**src/rtl/wdt_pkg.sv**
```systemverilog
package wdt_pkg;
  localparam int SEL_W = 3;

  // Strobes passed from the control register to the counting datapath
  typedef struct packed {
    logic             run;    // count enabled
    logic             clear;  // restart count from zero
    logic [SEL_W-1:0] sel;    // period select
  } wdtStrobe_t;
endpackage

```
**src/rtl/wdt_ctrl.sv**
```systemverilog
module wdt_ctrl
  import wdt_pkg::*;
#(
  parameter int DATA_W        = 8,
  parameter int UNLOCK_CYCLES = 4
) (
  input  logic              clk,
  input  logic              rstN,
  input  logic              wrEn,
  input  logic [DATA_W-1:0] wrData,
  input  logic              kick,
  output logic [DATA_W-1:0] rdData,
  output wdtStrobe_t        strobe
);
  localparam int EN_BIT  = SEL_W;
  localparam int TOE_BIT = SEL_W + 1;
  localparam int WIN_W   = $clog2(UNLOCK_CYCLES + 1);
  localparam int RSV_W   = DATA_W - SEL_W - 2;

  logic             enFlag;
  logic             permFlag;
  logic [SEL_W-1:0] selReg;
  logic [WIN_W-1:0] winCnt;
  logic             unlockWr;
  logic             unusedRsvd;

  assign unlockWr   = wrEn & wrData[TOE_BIT] & wrData[EN_BIT];
  assign unusedRsvd = ^wrData[DATA_W-1:TOE_BIT+1];

  // Select and enable flag; clearing enable needs the permission flag
  always_ff @(posedge clk or negedge rstN) begin
    if (!rstN) begin
      selReg <= '0;
      enFlag <= 1'b0;
    end else if (wrEn) begin
      selReg <= wrData[SEL_W-1:0];
      if (wrData[EN_BIT])  enFlag <= 1'b1;
      else if (permFlag)   enFlag <= 1'b0;
    end
  end

  // Permission window: held for UNLOCK_CYCLES cycles after the unlocking write
  always_ff @(posedge clk or negedge rstN) begin
    if (!rstN) begin
      permFlag <= 1'b0;
      winCnt   <= '0;
    end else if (unlockWr) begin
      permFlag <= 1'b1;
      winCnt   <= WIN_W'(UNLOCK_CYCLES - 1);
    end else if (permFlag) begin
      if (winCnt == '0) permFlag <= 1'b0;
      else              winCnt   <= winCnt - 1'b1;
    end
  end

  assign rdData       = {{RSV_W{1'b0}}, permFlag, enFlag, selReg};
  assign strobe.run   = enFlag;
  assign strobe.clear = kick;
  assign strobe.sel   = selReg;
endmodule

```
**src/rtl/wdt_datapath.sv**
```systemverilog
module wdt_datapath
  import wdt_pkg::*;
#(
  parameter int BASE_LOG2 = 14
) (
  input  logic       clk,
  input  logic       rstN,
  input  logic       tick,
  input  wdtStrobe_t strobe,
  output logic       timeout
);
  localparam int CNT_W = BASE_LOG2 + (2 ** SEL_W);

  logic [CNT_W-1:0] cnt;
  logic [CNT_W-1:0] cntNext;
  logic [CNT_W-1:0] limit;
  logic             hit;

  assign limit   = {{(CNT_W-1){1'b0}}, 1'b1} << (BASE_LOG2 + int'(strobe.sel));
  assign cntNext = cnt + 1'b1;
  assign hit     = cntNext >= limit;

  always_ff @(posedge clk or negedge rstN) begin
    if (!rstN) begin
      cnt     <= '0;
      timeout <= 1'b0;
    end else begin
      timeout <= 1'b0;
      if (strobe.clear) begin
        cnt <= '0;
      end else if (strobe.run && tick) begin
        if (hit) begin
          cnt     <= '0;
          timeout <= 1'b1;
        end else begin
          cnt <= cntNext;
        end
      end
    end
  end
endmodule

```
**src/rtl/wdt_top.sv**
```systemverilog
module wdt_top
  import wdt_pkg::*;
#(
  parameter int BASE_LOG2     = 14,
  parameter int UNLOCK_CYCLES = 4
) (
  input  logic       clk,
  input  logic       rstN,
  input  logic       wrEn,
  input  logic [7:0] wrData,
  output logic [7:0] rdData,
  input  logic       kick,
  input  logic       wdtTick,
  output logic       wdtResetOut
);
  wdtStrobe_t strobe;

  wdt_ctrl #(.DATA_W(8), .UNLOCK_CYCLES(UNLOCK_CYCLES)) i_ctrl (
    .clk(clk), .rstN(rstN), .wrEn(wrEn), .wrData(wrData), .kick(kick),
    .rdData(rdData), .strobe(strobe)
  );

  wdt_datapath #(.BASE_LOG2(BASE_LOG2)) i_dp (
    .clk(clk), .rstN(rstN), .tick(wdtTick), .strobe(strobe),
    .timeout(wdtResetOut)
  );
endmodule

```
**config.mk**
```make
export PLATFORM = sky130hd
export DESIGN_NAME = wdt_top
export DESIGN_NICKNAME = d
export VERILOG_FILES = /design/src/rtl/wdt_pkg.sv /design/src/rtl/wdt_ctrl.sv /design/src/rtl/wdt_datapath.sv /design/src/rtl/wdt_top.sv
export SDC_FILE = /design/constraint.sdc
export NUM_CORES = 1
export LEC_CHECK = 0
export CORE_UTILIZATION = 57
export DETAILED_ROUTE_END_ITERATION = 16
export PLACE_DENSITY = 0.8
export SYNTH_ARGS = -nofsm -noshare
export SYNTH_HDL_FRONTEND = slang
export SYNTH_SLANG_ARGS = --single-unit
```
**constraint.sdc**
```tcl
create_clock -name clk -period 4.61 [get_ports clk]
set_input_delay 1.383 -clock clk [delete_from_list [all_inputs] [get_ports clk]]
set_output_delay 1.383 -clock clk [all_outputs]
set_load 0.02 [all_outputs]
```
* After elaboration in Yosys (flattened, before gate mapping)
Index checks and enable logic that the tools add are counted.
** Storage, ports and cells
- Register bits :: 31
- Output and inout port bits :: 9
- Logic and storage cells :: 35
** Cells by class
- Add/sub/neg operators :: 3
- Order comparisons :: 1
- Equal/unequal tests :: 1
- Shifts and indexed selects :: 1
- Muxes and demuxes :: 14
- Bitwise gates (word level) :: 2
- Reduce and logical (&&, ||, !) cells :: 7
** Operators by type and width (count)
- $mux 22 :: 3
- $shl 1x32->22 const A :: 1
- $add 22x1->22 const B :: 1
- $ge 22x22->1 :: 1
- $mux 3 :: 3
- $mux 1 :: 8
- $reduce_bool 2->1 :: 3
- $add 4x3->5 const A :: 1
- $reduce_and 2->1 :: 2
- $logic_not 3->1 :: 1
- $sub 3x1->3 const B :: 1
- $and 1x1->1 :: 2
- $ne 2x1->1 const B :: 1
- $logic_and 1x1->1 :: 1

* Depth between registers and ports, before layout
- Depth in word-level cells :: 6
- Gate-level depth with buffers :: 15
- Mapped depth without buffers :: 13

* Hierarchy
From an unflattened synthesis, not the netlist that was laid out.
** Unflattened totals
- Cell total of the unflattened synthesis :: 270
- Area, all modules :: 2399.8 µm²
** By module, submodules not included
- wdt_datapath :: instances 1, cells an instance 227, area each 1930.6 µm²
- wdt_ctrl :: instances 1, cells an instance 43, area each 469.2 µm²

* Worst setup path before layout
No wires, ideal clock.
- Path kind :: reg2reg
- Start :: register i_dp.cnt[0]
- End :: register i_dp.cnt[5]
- Setup time :: 0.121 ns
- Arrival time :: 3.124 ns
- Required time :: 4.489 ns
- Setup slack :: 1.365 ns
- Cell stages (with the launch flop) :: 15
- Path buffers :: 2
- Period minus slack after synthesis :: 3.245 ns
- Cell sequence :: dfrtp_1 ha_1 and4_4 nand3_4 or2_1 buf_6 or3_1 nand2_1 ha_1 nand4_1 or2_2 o211ai_2 nor2_1 buf_2 a22o_2
** Between the ends
- Cells in the longest elaborated chain, start to end :: 5
** Ends and longest elaborated chain
- start: declaration :: line wdt_datapath.sv:14 : logic [CNT_W-1:0] cnt;
- start signal: assignment :: line wdt_datapath.sv:36 : cnt <= cntNext;
- $add 22x1->22 * :: line wdt_datapath.sv:20 : assign cntNext = cnt + 1'b1;
- $ge 22x22->1 :: line wdt_datapath.sv:21 : assign hit = cntNext >= limit;
- $mux 22 * :: line wdt_datapath.sv:32 : if (hit) begin
- $mux 22 * :: line wdt_datapath.sv:31 : end else if (strobe.run && tick) begin
- $mux 22 * :: line wdt_datapath.sv:29 : if (strobe.clear) begin
Mark *: on every way between the ends. The rest lies on a longest branch, timed or not. The select of a mux whose other input is x is not followed.
A chain may end at the register's enable or synchronous reset.

* Worst setup path in the final report
- Start :: register i_dp.cnt[0]
- End :: register i_dp.cnt[11]
Same word-level chain as after synthesis.

==> out/qor.csv <==
stage,metric,value,unit
grt,grt_pass1_wl,7.700,mm
placement,place_hpwl,3.382,mm
logic_synthesis,syn_avg_cell_area,9.057,sq um
logic_synthesis,synthTopCellsByCount,"nand2_1, dfrtp_1, ha_1, nand3_1, xnor2_1",
final_layout,drive_gt1_share,6.767,%
die,core-area,0.003744,sq mm
worst_setup_path,crit_arrival,3.84,ns
timing,skew,0.002824,ns
routing,via_per_inst,5.815,
clock_tree,cts.path.max_buffers,2,
final_layout,final_cells,314,
die,num_rows,22,
die,pin_count,22,
power_and_ir_drop,leakagePower,1.153,nW
logic_synthesis,synth.most_common_cell,nand2_1,
logic_synthesis,yosys_warnings,0,
worst_setup_path,critPathLaunchType,flip-flop,
clock_tree,cts-resized-gates,0,
placement,dp.cells,308,
placement,io_buffers,15,
logic_synthesis,ys.flop_type,dfrtp_1,
logic_synthesis,syn_inst,251,
timing,drv_slew,0,
logic_synthesis,synth_cell_types,43,
outcome,status,completed,
final_layout,diodes,0,
grt,grt_overflow,0,
routing,routed_wl,4.519,mm
final_layout,nets,302,
final_layout,fillerInstances,320,
routing,final_antenna_net_count,0,
worst_setup_path,crit_required,4.77,ns
timing,fmax,271.7,MHz
worst_setup_path,critPathBufInv,1,
routing,route.detailed.drc,0,
timing,worst_pin_slew,0.4988,ns
routing,first_pass_iters,4,
logic_synthesis,syn_area,0.002273,sq mm
worst_setup_path,crit_family,simple AND/OR/NAND/NOR gates,
routing,vias,1826,
die,dieHeight,65.16,um
timing,hold_viol,0,
worst_setup_path,cpPeakStageDelay,0.44,ns
grt,track_usage,24.02,%
routing,drt_iter0_drc,86,
clock_tree,cts_sinks,31,
logic_synthesis,synthArstFlopShare,100.0,%
clock_tree,cts_max_level,2,
logic_synthesis,ys_seq_area_share,34.12,%
grt,grt_start_max_net_pins,32,
worst_setup_path,cp_cell_sequence,ha_1 > and4_4 > nand3_4 > or2_1 > o21ai_0 > nand2_1 > ha_1 > nand4_1 > nor4_1 > o311ai_1 > o211ai_2 > nor2_1 > buf_4 > a221o_1,
worst_setup_path,critical_path_class,reg2reg,
clock_tree,cts.root.buffer_cell,clkbuf_8,
timing,rsz0062_at_grt,no,
power_and_ir_drop,ir_drop,0.0002601,V
clock_tree,cts.clk_slew.worst_paths,0.06,ns
worst_setup_path,cp_slowest_cell,dfrtp_1,
die,die-area,0.004245,sq mm
routing,wire_per_inst,14.39,um
worst_setup_path,cp-end-kind,flip-flop,
logic_synthesis,synth-seq-cells,31,
worst_setup_path,critPathMostFrequentCell,ha_1,
clock_tree,cts_setup_buffers,0,
timing,max_slew_margin,65.89,%
timing,setup_tns,0,ns
placement,gp_congestion,0.8076,
grt,antenna_found_initial,0,
final_layout,area_growth,10.24,%
clock_tree,cts_tree,done,
power_and_ir_drop,power_density,287.0,mW/mm^2
die,die_x,65.16,um
die,start_util,60.73,%
logic_synthesis,yosys.area.top_type_share,34.12,%
timing,fin_crit_sh,79.85,%
logic_synthesis,yosys-top-cells-area,"dfrtp_1, ha_1, nand2_1, xnor2_1, a22o_1",
logic_synthesis,synth_edf_count,0,
grt,grt_pass1_vias,1735,
worst_setup_path,crit_fanout,10,
min_path,hold_path_class,reg2reg,
timing,setup_viol,0,
clock_tree,ctsHoldBuffers,0,
clock_tree,cts_buffers,5,
timing,min_period,3.681,ns
clock_tree,clock_latency,0.28,ns
logic_synthesis,yosysTopAreaCell,dfrtp_1,
job,drv_cap,0,
kinds of logic after synthesis:
kind of cell | count (synthesis) | synth area share, %
compound gates | 52 | 16.73
xor+xnor | 13 | 5.008
fa+ha+maj | 22 | 12.11
buf+inv | 24 | 5.998
flops | 31 | 34.12
mux | 1 | 0.4953
other cells | 2 | 0.3303
simple gates | 106 | 25.21
where the power goes:
part	leakage, nW	switching, mW	internal, mW
clock	0.0371	0.0897	0.100
combinational	0.700	0.119	0.0878
sequential	0.415	0.0231	0.300
routing by layer:
layer  share of wire (%)  GRT usage (%)  vias to the layer above  wire length, um
met4                 1.5          8.152                        0               68
met3                 5.6          6.076                        7              255
li1                    -              -                      941                -
met2                  46          39.06                       45             2092
met5                   0              0                        -                0
met1                  47          31.05                      833             2102
cell type report:
type	count	area, sq um	share of cell area [%]
Clock buffer	6	72.57	2.896
Multi-Input combinational cell	200	1376	54.92
Inverter	9	33.78	1.348
Tap cell	48	60.06	2.396
Timing Repair Buffer	20	187.7	7.489
Sequential cell	31	775.7	30.95
layout by cell type (no fill, tap or decap), types with 6 or more instances in the layout:
master and n:
a211oi_1 8, nand4_1 12, ha_1 22, a21o_1 7
nand2_1 32, dfrtp_1 31, o21ai_0 10, nor2_1 10
nand3_1 14, xnor2_1 13, a22o_1 10, a21oi_1 6
conb_1 6, clkdlybuf4s50_1 15, inv_1 9
metrics by stage:
| stage | worst slack [ns] | hold WS, ns | cell area (sq um) | total power [mW] | utilization (%) |
|---|---|---|---|---|---|
| floorplan | 1.365 | 0.4780 | 2288 | 0.4762 | - |
| global placement | 1.049 | 0.4984 | 2434 | 0.5272 | 65.01 |
| detailed placement | 0.9881 | 0.5017 | 2434 | 0.5353 | 65.01 |
| CTS | 0.9582 | 0.5154 | 2506 | 0.7271 | 66.95 |
| global route | 0.6816 | 0.5453 | 2506 | 0.7651 | 66.95 |
| finish | 0.9291 | 0.5142 | 2506 | 0.7194 | 66.95 |
sequential cells by signal, indices dropped and copies added, names as in the netlist:
register and cells:
i_dp.cnt 22, i_ctrl.permFlag 1, i_ctrl.selReg 3, i_ctrl.winCnt 3, i_dp.timeout 1, i_ctrl.enFlag 1
final timing paths:
kind | from | end | slack [ns] | depth (start not counted)
setup / recovery | i_dp.cnt[0]$_DFFE_PN0P_ | i_dp.cnt[11]$_DFFE_PN0P_ | 0.93 | 14
hold / removal | i_dp.cnt[15]$_DFFE_PN0P_ | i_dp.cnt[15]$_DFFE_PN0P_ | 0.51 | 1
setup reg to reg | i_dp.cnt[0]$_DFFE_PN0P_ | i_dp.cnt[11]$_DFFE_PN0P_ | 0.93 | 14
hold reg to reg | i_dp.cnt[15]$_DFFE_PN0P_ | i_dp.cnt[15]$_DFFE_PN0P_ | 0.51 | 1
max in group asynchronous | rstN | i_ctrl.enFlag$_DFFE_PN0P_ | 2.81 | 2
min in group asynchronous | rstN | i_dp.timeout$_DFF_PN0_ | 1.51 | 2
(Power assumes the default switching activity.)
